## src/rtl/sup_pkg.sv

```systemverilog
package sup_pkg;

    typedef enum logic [1:0] {
        ST_HOLD = 2'd0,
        ST_LOWV = 2'd1,
        ST_RUN  = 2'd2
    } sup_state_e;

    localparam logic [1:0] WD_SEL_OFF = 2'b11;

endpackage

```

## src/rtl/sup_sync2.sv

```systemverilog
module sup_sync2 #(
    parameter int         W       = 2,
    parameter logic [W-1:0] RST_VAL = '1
) (
    input  logic         clk,
    input  logic         rst_n,
    input  logic [W-1:0] d,
    output logic [W-1:0] q
);

    logic [W-1:0] meta_q;

    always_ff @(posedge clk or negedge rst_n) begin
        if (!rst_n) begin
            meta_q <= RST_VAL;
            q      <= RST_VAL;
        end else begin
            meta_q <= d;
            q      <= meta_q;
        end
    end

endmodule

```

## src/rtl/sup_bus_kick.sv

```systemverilog
module sup_bus_kick (
    input  logic clk,
    input  logic rst_n,
    input  logic sda_s,
    input  logic scl_s,
    output logic kick
);

    logic sda_prev;

    always_ff @(posedge clk or negedge rst_n) begin
        if (!rst_n) sda_prev <= 1'b1;
        else        sda_prev <= sda_s;
    end

    assign kick = sda_prev & ~sda_s & scl_s;


    kick_single_chk: assert property (@(posedge clk) disable iff (!rst_n)
        kick |=> !kick);

endmodule

```

## src/rtl/sup_tick_timer.sv

```systemverilog
module sup_tick_timer #(
    parameter int TICK_DIV = 4,
    parameter int CNT_W    = 8
) (
    input  logic             clk,
    input  logic             rst_n,
    input  logic             clr,
    input  logic [CNT_W-1:0] limit,
    output logic             done
);

    localparam int PW = (TICK_DIV > 1) ? $clog2(TICK_DIV) : 1;
    localparam logic [PW-1:0] PRE_LAST = PW'(TICK_DIV - 1);

    logic [PW-1:0]    pre_q;
    logic [CNT_W-1:0] ticks_q;
    logic             tick;

    assign tick = (pre_q == PRE_LAST);

    always_ff @(posedge clk or negedge rst_n) begin
        if (!rst_n) begin
            pre_q   <= '0;
            ticks_q <= '0;
        end else if (clr) begin
            pre_q   <= '0;
            ticks_q <= '0;
        end else begin
            pre_q <= tick ? '0 : pre_q + 1'b1;
            if (tick && (ticks_q < limit)) ticks_q <= ticks_q + 1'b1;
        end
    end

    assign done = (ticks_q >= limit);


    clr_zero_chk: assert property (@(posedge clk) disable iff (!rst_n)
        clr |=> (ticks_q == '0 && pre_q == '0));

endmodule

```

## src/rtl/bus_wdt_supervisor.sv

```systemverilog
module bus_wdt_supervisor
    import sup_pkg::*;
#(
    parameter int TICK_DIV        = 125000,
    parameter int HOLD_TICKS      = 250,
    parameter int WD_TICKS_0      = 1400,
    parameter int WD_TICKS_1      = 600,
    parameter int WD_TICKS_2      = 200,
    parameter bit RST_ACTIVE_HIGH = 1'b0
) (
    input  logic       clk,
    input  logic       por_n,
    input  logic       low_vcc,
    input  logic       sda,
    input  logic       scl,
    input  logic [1:0] wd_sel,
    output logic       rst_out
);

    localparam int MAX_A  = (WD_TICKS_0 > WD_TICKS_1) ? WD_TICKS_0 : WD_TICKS_1;
    localparam int MAX_B  = (WD_TICKS_2 > HOLD_TICKS) ? WD_TICKS_2 : HOLD_TICKS;
    localparam int MAX_T  = (MAX_A > MAX_B) ? MAX_A : MAX_B;
    localparam int CNT_W  = $clog2(MAX_T + 2);

    sup_state_e       state_q, state_d;
    logic             rst_q;
    logic [1:0]       bus_s;
    logic             kick;
    logic             hold_done, wd_done;
    logic             hold_clr, wd_clr;
    logic [CNT_W-1:0] wd_limit;

    // Bus line synchronizers, idle level high
    sup_sync2 #(.W(2), .RST_VAL(2'b11)) u_sync (
        .clk   (clk),
        .rst_n (por_n),
        .d     ({sda, scl}),
        .q     (bus_s)
    );

    sup_bus_kick u_kick (
        .clk   (clk),
        .rst_n (por_n),
        .sda_s (bus_s[1]),
        .scl_s (bus_s[0]),
        .kick  (kick)
    );

    // Period decode
    always_comb begin
        unique case (wd_sel)
            2'b00:   wd_limit = CNT_W'(WD_TICKS_0);
            2'b01:   wd_limit = CNT_W'(WD_TICKS_1);
            2'b10:   wd_limit = CNT_W'(WD_TICKS_2);
            default: wd_limit = '1;
        endcase
    end

    assign hold_clr = (state_q != ST_HOLD);
    assign wd_clr   = (state_q != ST_RUN) || kick || (wd_sel == WD_SEL_OFF);

    sup_tick_timer #(.TICK_DIV(TICK_DIV), .CNT_W(CNT_W)) u_hold_tmr (
        .clk   (clk),
        .rst_n (por_n),
        .clr   (hold_clr),
        .limit (CNT_W'(HOLD_TICKS)),
        .done  (hold_done)
    );

    sup_tick_timer #(.TICK_DIV(TICK_DIV), .CNT_W(CNT_W)) u_wd_tmr (
        .clk   (clk),
        .rst_n (por_n),
        .clr   (wd_clr),
        .limit (wd_limit),
        .done  (wd_done)
    );

    // Next-state logic
    always_comb begin
        state_d = state_q;
        unique case (state_q)
            ST_HOLD: begin
                if (low_vcc)        state_d = ST_LOWV;
                else if (hold_done) state_d = ST_RUN;
            end
            ST_LOWV: begin
                if (!low_vcc)       state_d = ST_HOLD;
            end
            ST_RUN: begin
                if (low_vcc)        state_d = ST_LOWV;
                else if (wd_done)   state_d = ST_HOLD;
            end
            default:                state_d = ST_HOLD;
        endcase
    end

    // State register
    always_ff @(posedge clk or negedge por_n) begin
        if (!por_n) state_q <= ST_HOLD;
        else        state_q <= state_d;
    end

    // Output register
    always_ff @(posedge clk or negedge por_n) begin
        if (!por_n) rst_q <= 1'b1;
        else        rst_q <= (state_d != ST_RUN);
    end

    generate
        if (RST_ACTIVE_HIGH) begin : g_pol_high
            assign rst_out = rst_q;
        end else begin : g_pol_low
            assign rst_out = ~rst_q;
        end
    endgenerate


    low_supply_chk: assert property (@(posedge clk) disable iff (!por_n)
        low_vcc |=> (state_q == ST_LOWV && rst_q));


    lowv_exit_chk: assert property (@(posedge clk) disable iff (!por_n)
        (state_q == ST_LOWV && !low_vcc) |=> (state_q == ST_HOLD));


    hold_min_chk: assert property (@(posedge clk) disable iff (!por_n)
        (state_q == ST_HOLD && !hold_done) |=> (state_q != ST_RUN));


    wd_expire_chk: assert property (@(posedge clk) disable iff (!por_n)
        (state_q == ST_RUN && !low_vcc && wd_done) |=> (state_q == ST_HOLD && rst_q));


    wd_off_chk: assert property (@(posedge clk) disable iff (!por_n)
        (wd_sel == WD_SEL_OFF && $past(wd_sel) == WD_SEL_OFF) |-> !wd_done);

endmodule

```

## config.mk

```make
export PLATFORM = sky130hd
export DESIGN_NAME = bus_wdt_supervisor
export DESIGN_NICKNAME = d
export VERILOG_FILES = /design/src/rtl/sup_pkg.sv /design/src/rtl/sup_sync2.sv /design/src/rtl/sup_bus_kick.sv /design/src/rtl/sup_tick_timer.sv /design/src/rtl/bus_wdt_supervisor.sv
export SDC_FILE = /design/constraint.sdc
export NUM_CORES = 1
export LEC_CHECK = 0
export BUFFER_PORTS_ARGS = -buffer_cell sky130_fd_sc_hd__clkbuf_2
export CAP_MARGIN = 10
export CORE_MARGIN = 4
export CORE_UTILIZATION = 53
export CTS_CLUSTER_DIAMETER = 100
export DETAILED_ROUTE_END_ITERATION = 8
export GPL_TIMING_DRIVEN = 1
export PLACE_DENSITY = 0.83
export RECOVER_POWER = 100
export SYNTH_ARGS = -nofsm -noshare
export SYNTH_HDL_FRONTEND = slang
export SYNTH_SLANG_ARGS = --single-unit
```

## constraint.sdc

```tcl
create_clock -name clk -period 2.3 [get_ports clk]
set_input_delay 0.69 -clock clk [delete_from_list [all_inputs] [get_ports clk]]
set_output_delay 0.69 -clock clk [all_outputs]
set_load 0.1 [all_outputs]
```

* Word-level counts from Yosys, hierarchy flattened
Index checks and enable logic that the tools add are counted.
Widths: inputs -> output; s select.
** Storage, ports and cells
- Register bits :: 64
- Logic and storage cells :: 54
** Operators by class
- $add $sub $neg :: 4
- Magnitude comparators :: 4
- Eq/ne operators :: 9
- Multiplexer cells :: 15
- Bitwise gates (word level) :: 4
- Reductions and logical operators :: 9
** Operators with widths (number)
- $mux 17 :: 4
- $mux 11 :: 4
- $add 17x1->17 const B :: 2
- $eq 17x17->1 const B :: 2
- $pmux 11 s3 :: 1
- $add 11x1->11 const B :: 2
- $ge 11x11->1 :: 1
- $ge 11x8->1 const B :: 1
- $lt 11x11->1 :: 1
- $lt 11x8->1 const B :: 1
- $mux 2 :: 5
- $eq 2x2->1 const B :: 3
- $pmux 2 s3 :: 1
- $reduce_bool 2->1 :: 3
- $eq 2x1->1 const B :: 2
- $logic_not 2->1 :: 2
- $ne 2x2->1 const B :: 2
- $and 1x1->1 :: 2
- $logic_and 1x1->1 :: 2
- $logic_or 1x1->1 :: 2
- $not 1->1 :: 2

* Logic depth before layout (Yosys ltp)
- Depth after elaboration :: 7
- Depth in mapped cells :: 10
- Gate-level depth less buffers :: 9

* Cells and area by module
From an unflattened synthesis, not the netlist that was laid out.
** Second synthesis, totals
- Cells, all modules :: 393
- Area, all modules :: 3694.8 um^2
** By module, submodules not included
- sup_tick_timer :: times used 2, cells an instance 182, area an instance 1670.4 um^2, sequential area each 700.7 um^2
- bus_wdt_supervisor :: times used 1, cells an instance 23, area an instance 214.0 um^2, sequential area each 76.3 um^2
- sup_sync2 :: times used 1, cells an instance 4, area an instance 105.1 um^2, sequential area each 105.1 um^2
- sup_bus_kick :: times used 1, cells an instance 2, area an instance 35.0 um^2, sequential area each 26.3 um^2

* Worst setup path after synthesis
No wires, ideal clock.
- Path kind :: input port to flip-flop
- Start :: input wd_sel[0]
- End :: register u_wd_tmr.ticks_q[8]
- Data arrival time :: 2.676 ns
- Required time :: 2.223 ns
- Path slack :: -0.454 ns
- Cell stages on the path :: 9
- Path buffers :: 1
- Cell sequence :: ha_1 inv_1 ha_1 and3b_1 a311o_1 o211a_1 buf_2 or4_1 a21oi_1
** Between the ends
- Longest elaborated chain between the ends :: 5
** Ends and longest elaborated chain
- start, declared :: line bus_wdt_supervisor.sv:16 : input logic [1:0] wd_sel,
- $eq 2x2->1, or another cell as far along :: line bus_wdt_supervisor.sv:51 : unique case (wd_sel)
- $pmux 11 s3 :: line bus_wdt_supervisor.sv:51
- $lt 11x11->1 :: line sup_tick_timer.sv:30 : if (tick && (ticks_q < limit)) ticks_q <= ticks_q + 1'b1;
- $logic_and 1x1->1 :: line sup_tick_timer.sv:30
- $reduce_bool 2->1 (no line)
- end signal, assigned :: line sup_tick_timer.sv:30
- end, declared :: line sup_tick_timer.sv:16 : logic [CNT_W-1:0] ticks_q;
Several ways; a longest one is shown, not always the timed one.
A chain may end at the register's enable or synchronous reset.

* Final worst setup path
- Start :: input wd_sel[0]
- End :: register u_wd_tmr.ticks_q[6]
The elaborated chain is that of the path after synthesis.

==> impl_results.md <==
- Outcome: complete, but fails checks
- Failing checks: capacitance limit, slew limit, setup timing
- Layout cell share with drive strength beyond 1: between 20% and 30%
- Starting Density: 54.5%
- Critical path endpoint category: register
- Switching power: just under 0.5 mW
- Yosys Warn Count: 0
- Worst path slowest cell: or4_4
- Syn nets: 370
- Hold_ws: 0.362 ns
- Synth async-reset ratio: between 90% and 100%
- WS Path Type: primary input to register
- CTS Buffer Depth: 2
- GRT Residual Overflow: 0
- Hold Path Class: register to register
- Cell mode on critical path: ha_1
- Die ar.: approximately 8000 um2
- Worst skew pair latency: approximately 0.34 ns
- Final Critical Period: approximately 2.4 ns
- Most frequent cells in the layout: 58 x dfrtp_1, 50 x nor2_1, 21 x buf_4
- Max FO, Critical Path: 7
- Initial drt markers: about 160
- Worst path cell trace: clkbuf_16, inv_1, ha_1, ha_1, a211oi_1, o22ai_2, o211a_4, buf_12, or4_4, a21oi_2
- Most area-consuming cells after synthesis: dfrtp_1 42%, nor2_1 5.6%, ha_1 5.1%, xor2_1 5.1%, dfstp_2 4.6%
- Largest net degree at the start of global routing: 65
- Ant diodes: 0
- Clk sinks: 64
- Top Ports: 8
- Core area: around 6300 um2
- Crit-path leading delay family: compound AO/OA/AOI/OAI gates
- Fmax: approximately 410 MHz
- Final RePlAce weighted congestion: ~0.83
- Slew Viols, Final: 65
- Pre-CTS WS: -0.467 ns
- Post-synth top area share: 42.2%
- Syn_area_per_cell: roughly 9.9 um2
- Design Power: ~2.2 mW
- CTS tree: yes
- Syn Std Cell Area: ~3400 um2
- Peak VDD IR: between 300 and 400 uV
- HPWL Detailed: 4570 um
- Skew final: about 0.012 ns
- Pre-antenna DRT Iters: 4
- Top_reg_cell synth: dfrtp_1
- Worst path bufs/invs: 3
- H-Tree Depth: 3
- # hold bufs at CTS: 0
- Switching Fraction: 22.5%
- Root Driver: clkbuf_8
- PnR worst setup slack: -0.124 ns
- Final Setup Violations: 9
- Normalized max-slew margin: -3.29%
- Yosys top cell by area: dfrtp_1
- Post-DRT Antenna Nets: 0
- Cell-internal power: about 1.7 mW
- Die height: slightly below 90 um
- Via count: 2692
- Num CTS Buffers: 9
- DRC Markers: 0
- Total Wirelength: ~7000 um
- Post-Synthesis Cells: roughly 350
- Pwr Density: approximately 540 nW/um2
- WP data required: around 2.6 ns
- Max incr delay on CP: 0.41 ns
- Final Hold Fails: 0
- Initial antenna violation count: 0
- Maxcap violations: 1
- Combinational power share: under 10%
- Final period utilization: 105%
- Vias in the first global route: approximately 2700
- WL per Instance: 15.1 um
- Synth Register Bits: between 60 and 70
- RSZ-0062 raised after global routing: yes
- Unique masters post-synth: ~50
- Pleak: between 1.5 and 2 nW
- Width of the die: roughly 89 um
- Worst Max-Slew Pin Slew: about 1.5 ns
- Vias per inst: 5.79
- Clock network power share: about 43%
- Reg clk slew, reported paths: ~0.070 ns
- P&R area growth vs syn: 17.2%
- Worst reg2reg setup slack: ~0.03 ns
- Seq pwr share: approximately 53%
- Leading cell type in the layout, fill and taps excluded: dfrtp_1
- Global-route wire length before repair: ~12000 um
- Sequential share of the synthesized area: a little under half
- Overall routing resource usage: approximately a fifth
- Row count: 29
- WP data arrival: between 2 and 3 ns
- Startpoint type of the worst setup path: primary input
- Post-synth EDFFs: 0
- Port Buf Inserts: 7
- Fin nets: ~400
==> per-layer routing <==
layer	vias to the layer above	track usage (%)	wire length, um
met1	1315	26.7	3140
met2	55	32.6	3580
met5	-	0	0
met4	0	6.32	56
li1	1316	-	-
met3	6	5.21	240
==> flip-flops by register name (all words and copies together), names as in the netlist <==
register and count:
state_q 2, rst_q 1, u_wd_tmr.ticks_q 11, u_sync.meta_q 2, u_wd_tmr.pre_q 17, u_kick.sda_prev 1
u_hold_tmr.ticks_q 11, u_hold_tmr.pre_q 17, u_sync.q 2
==> cells in the mapped netlist, drive strengths merged (7+ instances only) <==
cell / count
dfrtp: 58
nand2: 19
o21ai: 9
and3: 11
or4: 8
a21oi: 17
o31ai: 9
nand3: 20
xnor2: 11
inv: 16
nor2: 51
ha: 14
clkbuf: 7
xor2: 20
nand4: 13
==> worst register-to-register path, stage by stage (launching register included) <==
cell and delay (ns):
dfrtp_1 0.40, or4b_1 0.57, nor4_4 0.32, nand3_2 0.12
buf_8 0.17, or4_4 0.48, a21oi_2 0.14
==> final cells by class <==
| type | count | area [um2] |
|---|---|---|
| Fill cell | 501 | 2280 |
| Multi-Input combinational cell | 259 | 1790 |
| Sequential cell | 64 | 1610 |
| Timing Repair Buffer | 33 | 293 |
| Clock buffer | 12 | 135 |
| Tap cell | 77 | 96.3 |
| Inverter | 16 | 60.1 |
| Clock inverter | 4 | 47.5 |
==> repair_timing <==
action / 4_1_cts / 5_1_grt
endpoints found under the setup margin: 9 / 12
gates resized for setup: 13 / 10
gates cloned: 1 / 0
setup buffers: 4 / 2
pin swaps: 5 / 6
==> cell families (layout without fill, tap and decap cells) <==
| group | after synthesis | after routing | share of synthesized area (%) |
|---|---|---|---|
| AO/OA/AOI/OAI | 51 | 51 | 9.68 |
| XOR/XNOR | 31 | 31 | 7.90 |
| multiplexers | 1 | 1 | 0.291 |
| flip-flops | 64 | 64 | 46.8 |
| buffers and inverters | 26 | 65 | 3.71 |
| adder cells (fa/ha/maj) | 15 | 15 | 5.39 |
| AND/OR/NAND/NOR | 161 | 161 | 26.2 |
==> power groups by stage <==
stage / logic, mW / clock network (mW) / registers [mW]
after floorplan: 0.0371 / 0 / 1.16
after global routing: 0.107 / 1.01 / 1.15
after detailed placement: 0.0898 / 0 / 1.17
after CTS: 0.0970 / 0.943 / 1.14
after global placement: 0.0856 / 0 / 1.17
final: 0.0934 / 0.921 / 1.15
==> final timing paths <==
path,startpoint,depth (start not counted),to
max,wd_sel[0],10,u_wd_tmr.ticks_q[6]
min,u_sync.meta_q[1],0,u_sync.q[1]
max reg2reg,u_wd_tmr.pre_q[9],6,u_wd_tmr.ticks_q[6]
min reg2reg,u_sync.meta_q[1],0,u_sync.q[1]
max in group asynchronous,por_n,2,u_hold_tmr.pre_q[9]
min in group asynchronous,por_n,2,u_hold_tmr.pre_q[11]
==> metrics by stage <==
stage          area, um2  cells  utilization [%]  setup TNS, ns
2_1_floorplan       3470    349                -          -1.57
3_3_place_gp        3690    442             58.5          -4.08
3_5_place_dp        3690    442             58.5          -4.92
4_1_cts             3990    463             63.2         -0.349
5_1_grt             4030    465             63.8          -1.78
6_report            4030    465             63.8         -0.872
(Power assumes the default switching activity.)
